===== src/rtl/arb_node_pkg.sv =====
package arb_node_pkg;

  typedef enum logic [2:0] {
    ST_IDLE = 3'd0,
    ST_REQ  = 3'd1,
    ST_FWD  = 3'd2,
    ST_ACK  = 3'd3,
    ST_OWN  = 3'd4,
    ST_XFER = 3'd5
  } arb_state_e;

  // Bit positions of the asynchronous inputs inside the synchronizer bundle
  localparam int unsigned IX_GRANT = 0;
  localparam int unsigned IX_BUSY  = 1;
  localparam int unsigned IX_MSYN  = 2;
  localparam int unsigned IX_SSYN  = 3;
  localparam int unsigned N_ASYNC  = 4;

endpackage


===== src/rtl/arb_rst_sync.sv =====
module arb_rst_sync #(
  parameter int unsigned STAGES = 2
) (
  input  logic clk,
  input  logic rst_n,
  output logic rst_n_sync
);

  logic [STAGES-1:0] chain_q;

  // Assertion is immediate, release walks a one through the chain
  always_ff @(posedge clk or negedge rst_n) begin
    if (!rst_n) begin
      chain_q <= '0;
    end else begin
      chain_q <= {chain_q[STAGES-2:0], 1'b1};
    end
  end

  assign rst_n_sync = chain_q[STAGES-1];

endmodule


===== src/rtl/arb_sync.sv =====
module arb_sync #(
  parameter int unsigned WIDTH  = 4,
  parameter int unsigned STAGES = 2
) (
  input  logic             clk,
  input  logic             rst_n,
  input  logic [WIDTH-1:0] d_i,
  output logic [WIDTH-1:0] q_o
);

  logic [STAGES-1:0][WIDTH-1:0] pipe_q;

  always_ff @(posedge clk or negedge rst_n) begin
    if (!rst_n) begin
      pipe_q <= '0;
    end else begin
      pipe_q <= {pipe_q[STAGES-2:0], d_i};
    end
  end

  assign q_o = pipe_q[STAGES-1];

endmodule


===== src/rtl/arb_fsm.sv =====
module arb_fsm
  import arb_node_pkg::*;
(
  input  logic clk,
  input  logic rst_n,
  input  logic need_i,
  input  logic grant_s,
  input  logic busy_s,
  input  logic msyn_s,
  input  logic ssyn_s,
  output logic req_o,
  output logic grant_out_o,
  output logic sel_ack_o,
  output logic busy_o,
  output logic owner_o
);

  arb_state_e state_q;
  arb_state_e state_d;
  logic       state_en;

  // Next-state logic
  always_comb begin
    state_d = state_q;
    case (state_q)
      ST_IDLE: begin
        // Local need wins over a passing grant: a grant seen together with
        // need is taken, not forwarded
        if (need_i) begin
          state_d = ST_REQ;
        end else if (grant_s) begin
          state_d = ST_FWD;
        end
      end
      ST_REQ: begin
        if (grant_s) begin
          state_d = ST_ACK;
        end
      end
      ST_FWD: begin
        // Leave only on the grant falling; a downstream acknowledge is not
        // enough, or a stale grant could be claimed
        if (!grant_s) begin
          state_d = ST_IDLE;
        end
      end
      ST_ACK: begin
        if (!grant_s && !busy_s) begin
          state_d = ST_OWN;
        end
      end
      ST_OWN: begin
        if (msyn_s) begin
          state_d = ST_XFER;
        end
      end
      ST_XFER: begin
        if (!msyn_s && !ssyn_s) begin
          state_d = ST_IDLE;
        end
      end
      default: state_d = ST_IDLE;
    endcase
  end

  assign state_en = (state_d != state_q);

  // State register
  always_ff @(posedge clk or negedge rst_n) begin
    if (!rst_n) begin
      state_q <= ST_IDLE;
    end else if (state_en) begin
      state_q <= state_d;
    end
  end

  // Moore outputs
  always_comb begin
    req_o       = (state_q == ST_REQ);
    grant_out_o = (state_q == ST_FWD);
    sel_ack_o   = (state_q == ST_ACK);
    owner_o     = (state_q == ST_OWN) || (state_q == ST_XFER);
    busy_o      = owner_o;
  end

endmodule


===== src/rtl/arb_node.sv =====
module arb_node
  import arb_node_pkg::*;
#(
  parameter int unsigned SYNC_STAGES = 2,
  parameter int unsigned RST_STAGES  = 2
) (
  input  logic clk,
  input  logic rst_n,
  input  logic need_i,
  input  logic grant_in_i,
  input  logic busy_in_i,
  input  logic msyn_i,
  input  logic ssyn_i,
  output logic req_o,
  output logic grant_out_o,
  output logic sel_ack_o,
  output logic busy_o,
  output logic owner_o
);

  logic               rst_n_int;
  logic [N_ASYNC-1:0] async_raw;
  logic [N_ASYNC-1:0] async_sync;
  logic               grant_s;
  logic               busy_s;
  logic               msyn_s;
  logic               ssyn_s;

  arb_rst_sync #(
    .STAGES (RST_STAGES)
  ) u_rst_sync (
    .clk        (clk),
    .rst_n      (rst_n),
    .rst_n_sync (rst_n_int)
  );

  always_comb begin
    async_raw           = '0;
    async_raw[IX_GRANT] = grant_in_i;
    async_raw[IX_BUSY]  = busy_in_i;
    async_raw[IX_MSYN]  = msyn_i;
    async_raw[IX_SSYN]  = ssyn_i;
  end

  arb_sync #(
    .WIDTH  (N_ASYNC),
    .STAGES (SYNC_STAGES)
  ) u_in_sync (
    .clk   (clk),
    .rst_n (rst_n_int),
    .d_i   (async_raw),
    .q_o   (async_sync)
  );

  assign grant_s = async_sync[IX_GRANT];
  assign busy_s  = async_sync[IX_BUSY];
  assign msyn_s  = async_sync[IX_MSYN];
  assign ssyn_s  = async_sync[IX_SSYN];

  arb_fsm u_fsm (
    .clk         (clk),
    .rst_n       (rst_n_int),
    .need_i      (need_i),
    .grant_s     (grant_s),
    .busy_s      (busy_s),
    .msyn_s      (msyn_s),
    .ssyn_s      (ssyn_s),
    .req_o       (req_o),
    .grant_out_o (grant_out_o),
    .sel_ack_o   (sel_ack_o),
    .busy_o      (busy_o),
    .owner_o     (owner_o)
  );

endmodule


===== config.mk =====
export PLATFORM = sky130hd
export DESIGN_NAME = arb_node
export DESIGN_NICKNAME = d
export VERILOG_FILES = /design/src/rtl/arb_node_pkg.sv /design/src/rtl/arb_rst_sync.sv /design/src/rtl/arb_sync.sv /design/src/rtl/arb_fsm.sv /design/src/rtl/arb_node.sv
export SDC_FILE = /design/constraint.sdc
export NUM_CORES = 1
export LEC_CHECK = 0
export BUFFER_PORTS_ARGS = -buffer_cell sky130_fd_sc_hd__clkbuf_2
export CAP_MARGIN = 20
export CORE_AREA = 2 2 39 41
export DETAILED_ROUTE_END_ITERATION = 7
export DIE_AREA = 0 0 41 43
export GPL_TIMING_DRIVEN = 1
export PLACE_DENSITY = 0.55
export SLEW_MARGIN = 15
export SYNTH_ARGS = -nofsm -noshare
export SYNTH_HDL_FRONTEND = slang
export SYNTH_SLANG_ARGS = --single-unit
export TNS_END_PERCENT = 10

===== constraint.sdc =====
create_clock -name clk -period 0.9 [get_ports clk]
set_clock_uncertainty 0.1 [all_clocks]
set_input_delay 0.18 -clock clk [delete_from_list [all_inputs] [get_ports clk]]
set_output_delay 0.18 -clock clk [all_outputs]
set_load 0.05 [all_outputs]

==> results of run 1 <==
-- area by class of cell --
| class | count | area (um^2) | area share, % |
|---|---|---|---|
| inverter | 2 | 10.0 | 1.36 |
| timing repair buffer | 23 | 225 | 30.6 |
| sequential | 13 | 329 | 44.7 |
| clock buffer | 4 | 26.3 | 3.57 |
| multi-input combinational | 16 | 126 | 17.1 |
| tap | 16 | 20.0 | 2.72 |
-- cell usage in the layout (no fill, tap or decap), types with 2 or more instances in the layout --
master,n
buf_6,2
dlygate4sd3_1,5
clkbuf_4,3
buf_4,5
nor2_4,2
buf_8,4
dfrtp_1,10
dfrtp_2,3
clkbuf_2,6
-- layer usage --
layer / track usage [%] / vias up / wire [um]
met5: 0 / - / 0
met4: 8.00 / 0 / 22
met3: 3.14 / 3 / 40
met2: 18.8 / 12 / 423
met1: 12.6 / 154 / 291
li1: - / 157 / -
-- kinds of logic (layout without fill, tap and decap cells) --
family | Yosys count | after routing | synth area share, %
buffers and inverters | 3 | 29 | 3.46
other | 1 | 1 | 0.864
AO/OA/AOI/OAI | 6 | 6 | 9.80
flip-flops | 13 | 13 | 74.9
AND/OR/NAND/NOR | 9 | 9 | 11.0
-- repair_timing --
item	in CTS	in global routing
hold buffers	5	0
setup buffers	1	1
endpoints found under the hold margin	6	0
pin swaps	1	0
resized for setup	15	9
setup endpoints to repair	8	8
-- final timing paths --
| check | start | endpoint | slack, ns | cells after the start |
|---|---|---|---|---|
| worst max-delay path | u_fsm.state_q[2] | sel_ack_o | -0.56 | 3 |
| max in group asynchronous | u_rst_sync.chain_q[1] | u_fsm.state_q[1] | 0.31 | 0 |
| worst min-delay path | u_rst_sync.chain_q[1] | u_in_sync.pipe_q[3] | 0.07 | 0 |
| worst max register to register | u_fsm.state_q[2] | u_fsm.state_q[2] | -0.44 | 5 |
| min in group clk | need_i | u_fsm.state_q[0] | 0.16 | 3 |
| worst min register to register | u_rst_sync.chain_q[1] | u_in_sync.pipe_q[3] | 0.07 | 0 |
-- registers in the layout, summed over array words and instances, names as in the netlist --
signal / flops
u_fsm.state_q: 3
u_in_sync.pipe_q: 4
u_rst_sync.chain_q: 2
u_in_sync.q_o: 4
-- worst max-delay path, stage by stage, from the launching register on --
cell       delay [ns]
dfrtp_2          0.45
inv_4            0.10
and3_4           0.20
clkbuf_16        0.16
-- power breakdown --
part	leakage [nW]	switching [mW]	internal, mW
Sequential	0.149	0.145	0.679
Combinational	0.175	0.623	0.725
Clock	0.0150	0.163	0.171
Total	0.339	0.932	1.57
-- metrics by stage --
stage	util, %	TNS (ns)	instance area (um^2)
2_1_floorplan	-	-2.05	464
3_3_place_gp	40.9	-2.25	566
3_5_place_dp	40.9	-2.51	566
4_1_cts	51.4	-3.55	712
5_1_grt	53.3	-3.83	737
6_report	53.3	-3.39	737
==> flow_summary.json, run 1 <==
{
  "synth.yosys.seq_area_share_pct": 74.9,
  "std_cell_rows": 14,
  "antennaDiodeCount": 0,
  "p_total_mw": 2.51,
  "required_ns": 0.62,
  "hold_viol": 0,
  "via_per_inst": 4.41,
  "yosys_most_used_dff": "dfrtp_1",
  "yosysMostFrequentCell": "dfrtp_1",
  "synth_area_um2": 434,
  "maxCapViolCount": 0,
  "synthCells": 32,
  "critPathArrivalTime_ns": 1.18,
  "drc": 0,
  "hold_class": "reg -> async",
  "setup_violations": 8,
  "finalWorstSetupSlack_ns": -0.557,
  "synthTopCellsByArea": "dfrtp_1, nor2_1, a22o_1",
  "setup.worst_path.end_class": "primary output",
  "first_global_vias": 362,
  "startpoint_type": "register",
  "initial_utilization_pct": 31.4,
  "path_clk_slew_ns": 0.07,
  "fin_cells": 74,
  "routedWlPerCell_um": 10.5,
  "synth-seq-cells": 13,
  "grt_use_total_pct": 11.8,
  "grt-ovfl-total": 0,
  "power_leakage_nw": 0.339,
  "pre_cts_ws_ns": -0.404,
  "nets": 66,
  "crit_type": "reg -> out",
  "max-vdd-ir-drop_mv": 1.21,
  "area_growth_pct": 69.7,
  "grt_pass1_wl_um": 1350,
  "violations": "negative setup slack",
  "dp.cells": 63,
  "synthesis.nets": 39,
  "fp.dieW_um": 41,
  "h-tree-depth": 1,
  "firstDrtPassIters": 1,
  "synth.distinct_cells": 16,
  "min_period_ns": 1.46,
  "synth_area_leader_cell": "dfrtp_1",
  "hold_ws_ns": 0.0689,
  "synth_edf_count": 0,
  "outcome": "complete, but fails checks",
  "drt_iter0_markers": 0,
  "drt.antenna.violating_nets": 0,
  "ys_warn_count": 0,
  "cts_tree": "yes",
  "path_max_fanout": 4,
  "nFillCells": 119,
  "antenna_found_initial": 0,
  "grt_start_max_net_pins": 12,
  "syn_area_per_cell_um2": 13.6,
  "clockBufferDepth": 2,
  "fp.coreArea_um2": 1380,
  "max_freq_mhz": 687,
  "post-route-period-util_pct": 162,
  "io_buffer_count": 11,
  "wirelength_um": 778,
  "clock_latency_ns": 0.26,
  "rsz0062_at_grt": "true",
  "drive_gt1_share_pct": 51.7,
  "gp_congestion": 0.603,
  "synth_common_cells": "dfrtp_1, nor2_1, inv_1, nand2_1",
  "yosys.area.top_type_share_pct": 74.9,
  "root_buffer": "clkbuf_4",
  "cts_buffers": 3,
  "async_flop_share_pct": 100,
  "cts_sinks": 13,
  "die_h_um": 43,
  "die_area_um2": 1760,
  "place_hpwl_um": 548,
  "p_per_area_nw_per_um2": 3400,
  "final_max_slew_viol_count": 0,
  "io_pins": 12,
  "vias": 326
}
No activity file was read; power rests on OpenSTA's default activity.
==> run 2, diff against run 1 <==
--- a/config.mk
+++ b/config.mk
@@ -11,9 +11,10 @@
 export DETAILED_ROUTE_END_ITERATION = 7
 export DIE_AREA = 0 0 41 43
 export GPL_TIMING_DRIVEN = 1
-export PLACE_DENSITY = 0.55
+export PLACE_DENSITY = 0.6
 export SLEW_MARGIN = 15
 export SYNTH_ARGS = -nofsm -noshare
 export SYNTH_HDL_FRONTEND = slang
+export SYNTH_HIERARCHICAL = 1
 export SYNTH_SLANG_ARGS = --single-unit
 export TNS_END_PERCENT = 10
==> flow_summary.json, run 2 <==
{
  "area_growth_pct": 49.7,
  "synthCells": 39,
  "hold_class": "reg -> async",
  "intPower_mw": 1.43,
  "first_global_vias": 346,
  "fp.coreArea_um2": 1380,
  "cts_tree": "yes",
  "drt_iter0_markers": 2,
  "switchingPower_uw": 844,
  "p_per_area_nw_per_um2": 3100,
  "startpoint_type": "register",
  "p_clk_share_pct": 14.7,
  "maxCapViolCount": 0,
  "min_period_ns": 1.44,
  "grt_use_met3_pct": 1.57,
  "synthTopCellsByArea": "dfrtp_1, buf_4, o21ai_2",
  "root_buffer": "clkbuf_4",
  "drive_gt1_share_pct": 54.2,
  "std_cell_rows": 14,
  "wirelength_um": 705,
  "setup.worst_path.end_class": "primary output",
  "clockBufferDepth": 2,
  "cts_setup_buffers": 0,
  "path_clk_slew_ns": 0.07,
  "initial_utilization_pct": 35.4,
  "p_comb_share_pct": 49.5,
  "synth_simple_gate_area_share_pct": 9.44,
  "synth_compound_area_share_pct": 12.8,
  "post-route-period-util_pct": 160,
  "syn_area_per_cell_um2": 12.6,
  "cts_sinks": 13,
  "setup_violations": 8,
  "grtUsageMet1_pct": 11.3,
  "crit_type": "reg -> out",
  "fp.dieW_um": 41,
  "vias": 334,
  "synth_area_leader_cell": "dfrtp_1",
  "max_freq_mhz": 693,
  "io_buffer_count": 11,
  "reg2reg_from": "u_fsm/state_q[0]",
  "synthesis.nets": 46,
  "critPathArrivalTime_ns": 1.16,
  "yosys_most_used_dff": "dfrtp_1",
  "synth.distinct_cells": 15,
  "finalWorstSetupSlack_ns": -0.543,
  "grt_start_max_net_pins": 12,
  "clock_latency_ns": 0.26,
  "synth.yosys.seq_area_share_pct": 66.3,
  "path_max_fanout": 5,
  "fin_cells": 75,
  "antennaDiodeCount": 0,
  "dp.cells": 66,
  "die_h_um": 43,
  "layout_common_cells": "dfrtp_1, clkbuf_2, dlygate4sd3_1, buf_4",
  "crit_start": "u_fsm/state_q[2]",
  "max-vdd-ir-drop_mv": 1.67,
  "power_leakage_nw": 0.349,
  "routedWlPerCell_um": 9.40,
  "io_pins": 12,
  "yosysMostFrequentCell": "dfrtp_1",
  "synth_edf_count": 0,
  "final_common_cell": "dfrtp_1",
  "gp_congestion": 0.556,
  "synth_area_um2": 490,
  "place_hpwl_um": 500,
  "firstDrtPassIters": 4,
  "seq_power_share_pct": 35.7,
  "synth-seq-cells": 13,
  "tns_ns": -3.20,
  "async_flop_share_pct": 100,
  "die_area_um2": 1760,
  "h-tree-depth": 1,
  "cts_buffers": 3,
  "outcome": "complete, but fails checks",
  "grt_use_met2_pct": 16.9,
  "synth_xor_area_share_pct": 0,
  "synthMuxAreaShare_pct": 0,
  "synth_top_family_by_area": "compound AO/OA/AOI/OAI gates",
  "violations": "negative setup slack",
  "yosys.area.top_type_share_pct": 66.3,
  "grt-ovfl-total": 0,
  "grt.busiest_layer": "met2",
  "rsz0062_at_grt": "true",
  "final_max_slew_viol_count": 0,
  "drt.antenna.violating_nets": 0,
  "p_sw_share_pct": 37.0,
  "grt_pass1_wl_um": 1240,
  "grt_use_total_pct": 10.8,
  "synthAdderAreaFrac_pct": 0,
  "hold_viol": 0,
  "ys_warn_count": 6,
  "drc": 0,
  "nets": 67,
  "synth_common_cells": "dfrtp_1, buf_4, a21oi_1, nor2_1",
  "p_total_mw": 2.28,
  "required_ns": 0.62,
  "via_per_inst": 4.45,
  "antenna_found_initial": 0
}
run 2: worst paths after layout:
| path | slack, ns | endpoint | cells after the start |
|---|---|---|---|
| setup reg to reg | -0.23 | u_fsm/state_q[0] | 4 |
| min in group clk | 0.18 | u_fsm/state_q[1] | 4 |
| hold reg to reg | 0.07 | u_in_sync/pipe_q[2] | 0 |
| setup / recovery | -0.54 | sel_ack_o | 2 |
| max in group asynchronous | 0.31 | u_fsm/state_q[1] | 0 |
| hold / removal | 0.07 | u_in_sync/pipe_q[2] | 0 |
run 2: area by class of cell:
cell class / instances / area, um^2
Clock buffer: 4 / 26.3
Fill cell: 126 / 649
Inverter: 2 / 11.3
Multi-Input combinational cell: 18 / 146
Sequential cell: 13 / 329
Tap cell: 16 / 20.0
Timing Repair Buffer: 22 / 201
run 2: per-stage QoR:
| step | cell area, um^2 | utilization [%] | setup WS (ns) | hold slack (ns) |
|---|---|---|---|---|
| 2_1_floorplan | 533 | - | -0.481 | -0.216 |
| 3_3_place_gp | 601 | 43.4 | -0.348 | -0.133 |
| 3_5_place_dp | 601 | 43.4 | -0.361 | -0.132 |
| 4_1_cts | 731 | 52.8 | -0.581 | 0.0888 |
| 5_1_grt | 734 | 53.1 | -0.610 | 0.111 |
| 6_report | 734 | 53.1 | -0.543 | 0.0712 |
run 2: power groups by stage:
stage	clock [mW]	sequential, mW	combinational (mW)
after floorplan	0	0.768	0.746
after global placement	0	0.809	0.895
after detailed placement	0	0.819	0.900
after CTS	0.362	0.817	1.09
after global routing	0.385	0.832	1.20
final	0.336	0.814	1.13
run 2: kinds of logic after synthesis:
group	count (synthesis)
DFF	13
buffers and inverters	8
AOI/OAI and AO/OA	9
other	1
and+or+nand+nor	8
run 2: critical path, cell delays in order, from the launching register on:
cell     delay (ns)
dfrtp_2        0.47
and3b_2        0.28
buf_8          0.15
run 2: repair_timing:
item,in CTS,in global routing
gates cloned,0,0
hold buffers,5,0
hold endpoints to repair,6,0
pin swaps,2,0
setup endpoints to repair,8,8
gates resized for setup,14,3
run 2: routing by layer:
| metal | part of all wire [%] | up-vias | wire length [um] |
|---|---|---|---|
| met5 | 0 | - | 0 |
| met4 | 0 | 0 | 0 |
| met3 | 4.5 | 0 | 32 |
| met2 | 56 | 10 | 397 |
| met1 | 39 | 162 | 276 |
| li1 | - | 162 | - |
